==> src/rtl/ll_walker_pkg.sv <==
package ll_walker_pkg;

  // Walker sequencing states
  typedef enum logic [2:0] {
    W_IDLE,
    W_NEXT,       // gate on request and bounds before a header fetch
    W_FETCH_HDR,
    W_STREAM,     // payload read / device write alternation
    W_DONE,
    W_ERROR
  } walk_st_e;

endpackage

==> src/rtl/ll_rst_sync.sv <==
module ll_rst_sync (
  input  logic clk,
  input  logic rst_n,
  output logic srst_n
);

  logic meta_q;

  always_ff @(posedge clk or negedge rst_n) begin
    if (!rst_n) begin
      meta_q <= 1'b0;
      srst_n <= 1'b0;
    end else begin
      meta_q <= 1'b1;
      srst_n <= meta_q;
    end
  end

endmodule

==> src/rtl/ll_hdr_unpack.sv <==
module ll_hdr_unpack #(
  parameter int AW         = 24,
  parameter int CW         = 8,
  parameter int DW         = 32,
  parameter int COST_W     = 16,
  parameter int HDR_COST   = 10,
  parameter int SETUP_COST = 5
) (
  input  logic [DW-1:0]     word_i,
  output logic [CW-1:0]     cnt_o,
  output logic [AW-1:0]     next_o,
  output logic              term_o,
  output logic [COST_W-1:0] cost_o
);

  localparam logic [COST_W-1:0] EMPTY_COST = COST_W'(HDR_COST);
  localparam logic [COST_W-1:0] FULL_COST  = COST_W'(HDR_COST + SETUP_COST);

  assign cnt_o  = word_i[DW-1 -: CW];
  assign next_o = word_i[AW-1:0];
  assign term_o = &word_i[AW-1:0];
  assign cost_o = (cnt_o != '0) ? FULL_COST : EMPTY_COST;

endmodule

==> src/rtl/ll_fetch_addr.sv <==
module ll_fetch_addr #(
  parameter int AW        = 24,
  parameter int RAM_BYTES = 32'h0080_0000
) (
  input  logic [AW-1:0] node_i,
  output logic [AW-1:0] hdr_addr_o,
  output logic [AW-1:0] pay0_o,
  output logic          oob_o
);

  localparam logic [AW:0]   RAM_LIM  = (AW+1)'(RAM_BYTES);
  localparam logic [AW-1:0] WORD_MSK = ~AW'(3);

  assign hdr_addr_o = node_i & WORD_MSK;
  assign pay0_o     = hdr_addr_o + AW'(4);
  assign oob_o      = ({1'b0, hdr_addr_o} + (AW+1)'(4)) > RAM_LIM;

endmodule

==> src/rtl/ll_cost_acc.sv <==
module ll_cost_acc #(
  parameter int COST_W = 16
) (
  input  logic              clk,
  input  logic              rst_n,
  input  logic              clr_i,
  input  logic              add_i,
  input  logic [COST_W-1:0] inc_i,
  output logic [COST_W-1:0] total_o
);

  logic [COST_W-1:0] total_d;
  logic              total_en;

  always_comb begin
    total_en = clr_i | add_i;
    total_d  = clr_i ? '0 : total_o + inc_i;
  end

  always_ff @(posedge clk or negedge rst_n) begin
    if (!rst_n) begin
      total_o <= '0;
    end else if (total_en) begin
      total_o <= total_d;
    end
  end

endmodule

==> src/rtl/ll_walker.sv <==
module ll_walker #(
  parameter int AW         = 24,
  parameter int CW         = 8,
  parameter int DW         = 32,
  parameter int COST_W     = 16,
  parameter int HDR_COST   = 10,
  parameter int SETUP_COST = 5,
  parameter int RAM_BYTES  = 32'h0080_0000
) (
  input  logic              clk,
  input  logic              rst_n,
  input  logic              start,
  input  logic [AW-1:0]     base_in,
  input  logic              dev_req,
  output logic              busy,
  output logic              done,
  output logic              bus_err,
  output logic [AW-1:0]     base_out,
  output logic [COST_W-1:0] cost,
  output logic              rd_valid,
  output logic [AW-1:0]     rd_addr,
  input  logic              rd_ready,
  input  logic [DW-1:0]     rd_data,
  output logic              dev_valid,
  output logic [DW-1:0]     dev_data,
  input  logic              dev_ready
);

  import ll_walker_pkg::*;

  localparam logic [AW-1:0] TERM_ADDR = '1;
  localparam logic [CW-1:0] ONE_LEFT  = CW'(1);

  logic srst_n;

  walk_st_e      state_q, state_d;
  logic [AW-1:0] node_q, node_d;
  logic [AW-1:0] nxt_q;
  logic [CW-1:0] left_q, left_d;
  logic [AW-1:0] pay_q, pay_d;
  logic [DW-1:0] buf_q;
  logic          full_q, full_d;
  logic          node_en, hdr_ld, left_en, pay_en, buf_ld;
  logic          cost_clr, cost_add;

  logic [CW-1:0]     h_cnt;
  logic [AW-1:0]     h_next;
  logic              h_term;
  logic [COST_W-1:0] h_cost;
  logic [AW-1:0]     hdr_addr, pay0;
  logic              node_oob;

  ll_rst_sync u_rst (
    .clk    (clk),
    .rst_n  (rst_n),
    .srst_n (srst_n)
  );

  ll_hdr_unpack #(
    .AW(AW), .CW(CW), .DW(DW), .COST_W(COST_W),
    .HDR_COST(HDR_COST), .SETUP_COST(SETUP_COST)
  ) u_hdr (
    .word_i (rd_data),
    .cnt_o  (h_cnt),
    .next_o (h_next),
    .term_o (h_term),
    .cost_o (h_cost)
  );

  ll_fetch_addr #(.AW(AW), .RAM_BYTES(RAM_BYTES)) u_addr (
    .node_i     (node_q),
    .hdr_addr_o (hdr_addr),
    .pay0_o     (pay0),
    .oob_o      (node_oob)
  );

  ll_cost_acc #(.COST_W(COST_W)) u_cost (
    .clk     (clk),
    .rst_n   (srst_n),
    .clr_i   (cost_clr),
    .add_i   (cost_add),
    .inc_i   (h_cost),
    .total_o (cost)
  );

  // Next-state and datapath control
  always_comb begin
    state_d  = state_q;
    node_en  = 1'b0;
    node_d   = node_q;
    hdr_ld   = 1'b0;
    left_en  = 1'b0;
    left_d   = left_q;
    pay_en   = 1'b0;
    pay_d    = pay_q;
    buf_ld   = 1'b0;
    full_d   = full_q;
    cost_clr = 1'b0;
    cost_add = 1'b0;
    rd_valid = 1'b0;
    rd_addr  = pay_q;

    unique case (state_q)
      W_IDLE: begin
        if (start) begin
          node_en  = 1'b1;
          node_d   = base_in;
          cost_clr = 1'b1;
          state_d  = W_NEXT;
        end
      end

      W_NEXT: begin
        if (dev_req) begin
          state_d = node_oob ? W_ERROR : W_FETCH_HDR;
        end
      end

      W_FETCH_HDR: begin
        rd_valid = 1'b1;
        rd_addr  = hdr_addr;
        if (rd_ready) begin
          hdr_ld   = 1'b1;
          cost_add = 1'b1;
          left_en  = 1'b1;
          left_d   = h_cnt;
          pay_en   = 1'b1;
          pay_d    = pay0;
          full_d   = 1'b0;
          if (h_cnt == '0) begin
            node_en = 1'b1;
            node_d  = h_term ? TERM_ADDR : h_next;
            state_d = h_term ? W_DONE : W_NEXT;
          end else begin
            state_d = W_STREAM;
          end
        end
      end

      W_STREAM: begin
        if (!full_q) begin
          rd_valid = 1'b1;
          if (rd_ready) begin
            buf_ld = 1'b1;
            full_d = 1'b1;
            pay_en = 1'b1;
            pay_d  = pay_q + AW'(4);
          end
        end else if (dev_ready) begin
          full_d  = 1'b0;
          left_en = 1'b1;
          left_d  = left_q - ONE_LEFT;
          if (left_q == ONE_LEFT) begin
            node_en = 1'b1;
            node_d  = (&nxt_q) ? TERM_ADDR : nxt_q;
            state_d = (&nxt_q) ? W_DONE : W_NEXT;
          end
        end
      end

      W_DONE:  state_d = W_IDLE;
      W_ERROR: state_d = W_IDLE;
      default: state_d = W_IDLE;
    endcase
  end

  // State and datapath registers
  always_ff @(posedge clk or negedge srst_n) begin
    if (!srst_n) begin
      state_q <= W_IDLE;
      node_q  <= '0;
      nxt_q   <= '0;
      left_q  <= '0;
      pay_q   <= '0;
      buf_q   <= '0;
      full_q  <= 1'b0;
    end else begin
      state_q <= state_d;
      full_q  <= full_d;
      if (node_en) node_q <= node_d;
      if (hdr_ld)  nxt_q  <= h_next;
      if (left_en) left_q <= left_d;
      if (pay_en)  pay_q  <= pay_d;
      if (buf_ld)  buf_q  <= rd_data;
    end
  end

  assign busy      = (state_q == W_NEXT) || (state_q == W_FETCH_HDR) || (state_q == W_STREAM);
  assign done      = (state_q == W_DONE);
  assign bus_err   = (state_q == W_ERROR);
  assign base_out  = node_q;
  assign dev_valid = (state_q == W_STREAM) && full_q;
  assign dev_data  = buf_q;

endmodule

==> config.mk <==
export PLATFORM = sky130hd
export DESIGN_NAME = ll_walker
export DESIGN_NICKNAME = d
export VERILOG_FILES = /design/src/rtl/ll_walker_pkg.sv /design/src/rtl/ll_rst_sync.sv /design/src/rtl/ll_hdr_unpack.sv /design/src/rtl/ll_fetch_addr.sv /design/src/rtl/ll_cost_acc.sv /design/src/rtl/ll_walker.sv
export SDC_FILE = /design/constraint.sdc
export NUM_CORES = 1
export LEC_CHECK = 0
export BUFFER_PORTS_ARGS = -buffer_cell sky130_fd_sc_hd__clkbuf_2
export CORE_ASPECT_RATIO = 1.2
export CORE_MARGIN = 5
export CORE_UTILIZATION = 57
export CTS_CLUSTER_SIZE = 20
export DETAILED_ROUTE_END_ITERATION = 8
export PLACE_DENSITY = 0.81
export REMOVE_ABC_BUFFERS = 1
export SYNTH_ARGS = -nofsm -noshare
export SYNTH_HDL_FRONTEND = slang
export SYNTH_HIERARCHICAL = 1
export SYNTH_SLANG_ARGS = --single-unit
==> constraint.sdc <==
create_clock -name clk -period 5.2 [get_ports clk]
set_clock_uncertainty 0.15 [all_clocks]
set_input_delay 0.52 -clock clk [delete_from_list [all_inputs] [get_ports clk]]
set_output_delay 0.52 -clock clk [all_outputs]
set_load 0.03 [all_outputs]
---- Yosys cells after proc, flatten, opt, wreduce, memory -nomap -nowiden ----
Cells that the tools add are included.
storage, ports and cells
  register bits ........................... 134
  input port bits ......................... 62
  logic and storage cells ................. 100
operators by class
  add/subtract/negate cells ............... 5
  $lt $le $gt $ge ......................... 1
  equality and inequality tests ........... 15
  multiplexer cells ....................... 53
  bitwise logic cells ..................... 1
  reduce and logical (&&, ||, !) cells .... 15
operators with widths
  operator                                                          number
  2-to-1 mux 24 bit                                                 12
  one-hot mux 24 bit (3 select lines)                               1
  adder 24 x 3 -> 24 bit (second input constant)                    2
  one-hot mux 24 bit (2 select lines)                               1
  AND reduction 24 bit                                              2
  2-to-1 mux 3 bit                                                  11
  adder 24 x 3 -> 25 bit (second input constant)                    1
  greater-than comparator 25 x 24 -> 1 bit (second input constant)  1
  2-to-1 mux 8 bit                                                  3
  inequality test 2 bit (second input constant)                     9
  2-to-1 mux 1 bit                                                  17
  adder 16 x 4 -> 16 bit                                            1
  2-to-1 mux 16 bit                                                 1
  one-hot mux 8 bit (2 select lines)                                1
  one-hot mux 3 bit (4 select lines)                                1
  AND reduction 5 bit                                               2
  == test 8 x 1 -> 1 bit (second input constant)                    1
  zero test 8 bit                                                   1
  one-hot mux 1 bit (2 select lines)                                4
  AND reduction 8 bit                                               1
  nonzero test 8 bit                                                1
  subtractor 8 x 1 -> 8 bit (second input constant)                 1
  == test 3 x 2 -> 1 bit (second input constant)                    2
  == test 3 bit (second input constant)                             2
  10 further kinds                                                  11

---- Longest topological paths before layout ----
  word-level depth ........................ 6
  gate-level depth with buffers ........... 11
  gate-level depth less buffers ........... 11

---- Modules after synthesis ----
The synthesis kept the hierarchy.
modules (own cells, without submodules)
  module         times used  cells an instance  area an instance (um2)  sequential area each (um2)
  ll_walker      1           641                6,242.2                 2,902.8
  ll_cost_acc    1           154                1,463.9                 400.4
  ll_fetch_addr  1           134                928.4                   0.0
  ll_hdr_unpack  1           60                 431.7                   0.0
  ll_rst_sync    1           3                  53.8                    50.0

---- Worst setup path after synthesis ----
No wires, ideal clock.
  path type ............................... reg-to-reg
  start point ............................. reg node_q[2], in the netlist base_out[2]
  end point ............................... reg state_q[0]
  setup time .............................. 0.126 ns
  data arrival time ....................... 3.058 ns
  data required time ...................... 4.924 ns
  setup slack ............................. 1.866 ns
  stages on the path, launching flop included .. 12
  path buffers ............................ 1
  clock period less this slack ............ 3.334 ns
  cells stage by stage .................... dfrtp_1 ha_1 nand4_4 or3_1 buf_6 nor2_1 nand3_1 a2111oi_1 a21oi_1 nand3_1 or3b_1 a221o_1
between the ends
  word-level cells in the longest chain between the ends .. 5
ends and longest elaborated chain
  item                                      line                 source
  start: declaration                        ll_walker.sv:37      logic [AW-1:0] node_q, node_d;
  start signal: assignment                  ll_walker.sv:180     if (node_en) node_q <= node_d;
  adder 24 x 3 -> 25 bit                    ll_fetch_addr.sv:16  assign oob_o = ({1'b0, hdr_addr_o} + (AW+1)'(4)) > RAM_LIM;
  greater-than comparator 25 x 24 -> 1 bit  ll_fetch_addr.sv:16
  named net node_oob                        ll_walker.sv:51      logic node_oob;
  2-to-1 mux 3 bit                          ll_walker.sv:115     state_d = node_oob ? W_ERROR : W_FETCH_HDR;
  2-to-1 mux 3 bit                          ll_walker.sv:114     if (dev_req) begin
  one-hot mux 3 bit (4 select lines)        ll_walker.sv:103     unique case (state_q)
  end signal: assignment                    ll_walker.sv:178     state_q <= state_d;
  end: declaration                          ll_walker.sv:36      walk_st_e state_q, state_d;
The timed path passes the listed nets, and every way through them passes these cells. The select of a mux whose other input is x is not followed.
A chain may end at the register's enable or synchronous reset.

---- Worst setup path in the final report ----
  start point ............................. reg state_q[0]
  end point ............................... reg node_q[0], in the netlist base_out[0]
between the ends
  word-level cells in the longest chain between the ends .. 3
  elaborated cells on any way between the ends .. 13
  those cells by class .................... 8 x eq/ne; 2 x mux; 3 x reduce/logical
ends and longest elaborated chain
  item                                                              line
  == test 3 x 2 -> 1 bit or zero test 3 bit (tied branches)         ll_walker.sv:103
  one-hot mux 1 bit (3 select lines), or another cell as far along  ll_walker.sv:103
  AND reduction 8 bit (no source line)                              n/a
Parallel ways exist; a longest one is shown, timed or not.

==> run summary <==
Simple-gate area share of the yosys netlist = 0.182
Category of the most critical setup path = reg2reg
IR Drop Worst-Case VDD = 449 uV
Global Route met1 Usage = 0.294
Outcome = finished clean
CTS root buf = clkbuf_16
Synthesized cell area = 9120 um2
Via count of the first global-routing pass = 7606
GPL Wtd Cong = 0.921
Startpoint kind of the worst setup timing path = flop
Num CTS Buffers = 17
Time the final worst path needs with I/O delays and setup = 3.56 ns
Horiz. Die Dim = 125 um
Met2 Usage GRT = 0.434
Compound-gate portion of the synthesized area = 0.163
Hold slack = 0.198 ns
Number of standard cells after synthesis = 992
Capture instance of the worst register-to-register path = base_out[0]
Count of final hold-check violations = 0
Worst Tran Pin Value = 1.06 ns
Worst reg2reg path depth = 8
Largest fanout on the critical path = 48
Launch point of the worst path = state_q[0]
First-pass GRT wire length = 38100 um
Count of maximum capacitance violations = 0
Clk sinks = 134
Fraction of the yosys area taken by sequential cells = 0.368
Largest net degree at the start of global routing = 64
Share of post-route cells with drive strength above 1 = 0.294
Clock tree from TritonCTS = built
Cell Pwr Density = 642 nW/um2
Post-route clock period utilization = 0.684
Number of instances resized during post-cts repair = 0
GR Layer Usage met3 = 0.0611
Source-to-sink clock delay at the later pin of the worst-skew pair = 0.42 ns
Portion of netlist area occupied by mux cells = 0.123
RSZ-0062 raised after global routing = false
Sum of routed wire length over all layers = 23500 um
Post-synthesis adder-cell area fraction = 0.0283
Number of warning messages in the yosys log = 6
GRT Max-Usage Layer = met2
CTS clk-pin slew, worst paths = 0.06 ns
Post-synth EDFFs = 0
Post-route setup TNS = 0 ns
Post-route ant nets = 0
Vias per Instance = 6.00
Dominant combinational cell family by area after synthesis = simple AND/OR/NAND/NOR gates
Number of distinct library cells after synthesis = 88
CP Data Required Time = 5.36 ns
Initial antenna violation count = 1
Number of iterations in the first detailed-routing pass = 5
Hold Crit Class = in2reg
Die ar. = 18600 um2
Detailed router's first-iteration violation count = 582
DP HPWL = 16900 um
Total gr overflow = 0
Layout Area Growth over Synthesis = 10.4%
Average routed wire per standard cell = 18.3 um
Effective utilization at floorplan = 0.583
Post-CTS Setup Repair Bufs = 0
Flop and latch count out of synthesis = 134
FF-to-FF Start = state_q[0]
Total DRC errors in the routed layout = 0
Number of nets at the end of the flow = 1146
Lkg Pwr = 4.53 nW
Number of vias in the routed layout = 7708
Data arrival at the endpoint of the critical path = 3.72 ns
Slack of the worst reg-to-reg path = 1.64 ns
Headroom to the max-slew limit = 0.293
Proportion of register bits with asynchronous set or reset after synthesis = 1.00
Setup-failing EPs final = 0
Maximum buffer depth of the clock tree = 2
Port bufs = 162
Area share of xor/xnor cells in the synthesized design = 0.0317
Fmax = 281 MHz
Final core occ = 0.644
Global Route Usage Sum = 0.251
Worst setup path endpoint = base_out[0]
Row Count = 50
H-Tree Level Count = 4
Type of destination of the critical path = flop
Total count of max-transition violations in the final report = 0
Main flop type after synthesis = dfrtp_1
Standard cell core area = 15600 um2
Chip height = 149 um
Boundary Pins = 163
Average cell area after synthesis = 9.19 um2
## power by group
| group | switching (W) | total, W | internal [W] |
|---|---|---|---|
| Combinational | 0.00189 | 0.00309 | 0.00120 |
| Sequential | 0.000603 | 0.00213 | 0.00152 |
| Clock | 0.000467 | 0.00124 | 0.000775 |
| Total | 0.00296 | 0.00646 | 0.00350 |
## synth_stat cells, drive strengths merged (6+ instances only)
master,count,area share
o22ai,30,0.021
nand4,32,0.024
a21o,12,0.0099
inv,18,0.0077
nor3,12,0.0077
xor2,13,0.012
a2bb2oi,6,0.0058
o21ai,57,0.032
clkbuf,36,0.016
dfrtp,134,0.37
ha,19,0.026
a21oi,44,0.026
and4,8,0.0077
a211oi,8,0.0077
mux2,81,0.11
and2,7,0.0049
and3,10,0.0069
o211ai,11,0.0096
nand2b,6,0.0044
nor4,9,0.0075
buf,98,0.080
mux2i,13,0.014
nand3,36,0.020
nor2,47,0.020
a31oi,7,0.0048
xnor2,20,0.019
nand2,145,0.060
## through the flow
stage	cells	total power [W]	instance area [um2]	setup WS, ns
2_1_floorplan	873	0.00429	8300	1.04
3_3_place_gp	1252	0.00510	9450	1.72
3_5_place_dp	1252	0.00518	9450	1.69
4_1_cts	1284	0.00645	10100	1.67
5_1_grt	1285	0.00687	10100	1.35
6_report	1285	0.00646	10100	1.64
## state kept, by name (all words and copies together) (netlist names)
signal,count
u_rst/srst_n,1
u_cost/total_o,16
base_out,24
dev_data,32
u_rst/meta_q,1
full_q,1
nxt_q,24
left_q,8
state_q,3
pay_q,24
## metal layers
metal	wire length, um	vias up
met5	0	-
met4	804	0
met3	1460	62
met2	12000	292
met1	9290	3713
li1	-	3641
## placed cells by master, fill, tap and decap left out, types with 6 or more instances in the layout
| master | synthesis | final |
|---|---|---|
| o211ai_1 | 10 | 10 |
| buf_4 | 75 | 9 |
| mux2_4 | 20 | 20 |
| dfrtp_1 | 134 | 133 |
| a211oi_1 | 6 | 6 |
| a31oi_1 | 7 | 7 |
| clkbuf_16 | 0 | 17 |
| nand3_1 | 36 | 36 |
| nor4_1 | 7 | 7 |
| nor3_1 | 10 | 10 |
| xnor2_1 | 20 | 20 |
| xor2_1 | 13 | 13 |
| mux2i_1 | 13 | 13 |
| clkbuf_2 | 0 | 162 |
| and4_1 | 8 | 8 |
| nand2_1 | 144 | 144 |
| and3_1 | 10 | 10 |
| conb_1 | 4 | 19 |
| o22ai_1 | 30 | 30 |
| a21oi_1 | 39 | 39 |
| a21o_1 | 12 | 12 |
| a2bb2oi_1 | 6 | 6 |
| nor2_1 | 46 | 46 |
| o21ai_0 | 56 | 56 |
| nand4_1 | 31 | 31 |
| inv_1 | 17 | 17 |
| ha_1 | 19 | 19 |
| mux2_2 | 60 | 60 |
## timing repair
item,in CTS,in global routing
setup endpoints to repair,0,0
hold buffers,1,0
endpoints found under the hold margin,2,0
## critical path: stages (launching register included)
cell	delay [ns]
dfrtp_1	0.59
nor3b_4	0.25
buf_4	0.39
nand2_2	0.39
inv_4	0.54
a31o_1	0.22
a31o_1	0.12
buf_4	0.37
mux2_2	0.38
## kinds of logic after synthesis
kind of cell | Yosys count
XOR/XNOR | 33
AO/OA/AOI/OAI | 220
flip-flops | 134
AND/OR/NAND/NOR | 335
multiplexers | 94
other | 4
buffers and inverters | 152
adder cells (fa/ha/maj) | 20
## how the worst min path moves through the flow
stage | from | end | slack [ns] | cells after the start
floorplan | rst_n | u_rst/meta_q | 0.07 | 0
global placement | rst_n | u_rst/meta_q | 0.16 | 1
detailed placement | rst_n | u_rst/meta_q | 0.16 | 1
CTS | rd_data[13] | nxt_q[13] | 0.18 | 3
global route | rd_data[7] | nxt_q[7] | 0.20 | 3
finish | rd_data[13] | nxt_q[13] | 0.20 | 3
## layout make-up
type / count / area, um2
Antenna cell: 1 / 2.50
Clock buffer: 19 / 453
Clock inverter: 12 / 153
Fill cell: 1290 / 5570
Inverter: 18 / 70.1
Multi-Input combinational cell: 721 / 4880
Sequential cell: 134 / 3360
Tap cell: 208 / 260
Timing Repair Buffer: 172 / 888
Note: power is estimated with default switching activity, not from simulation.
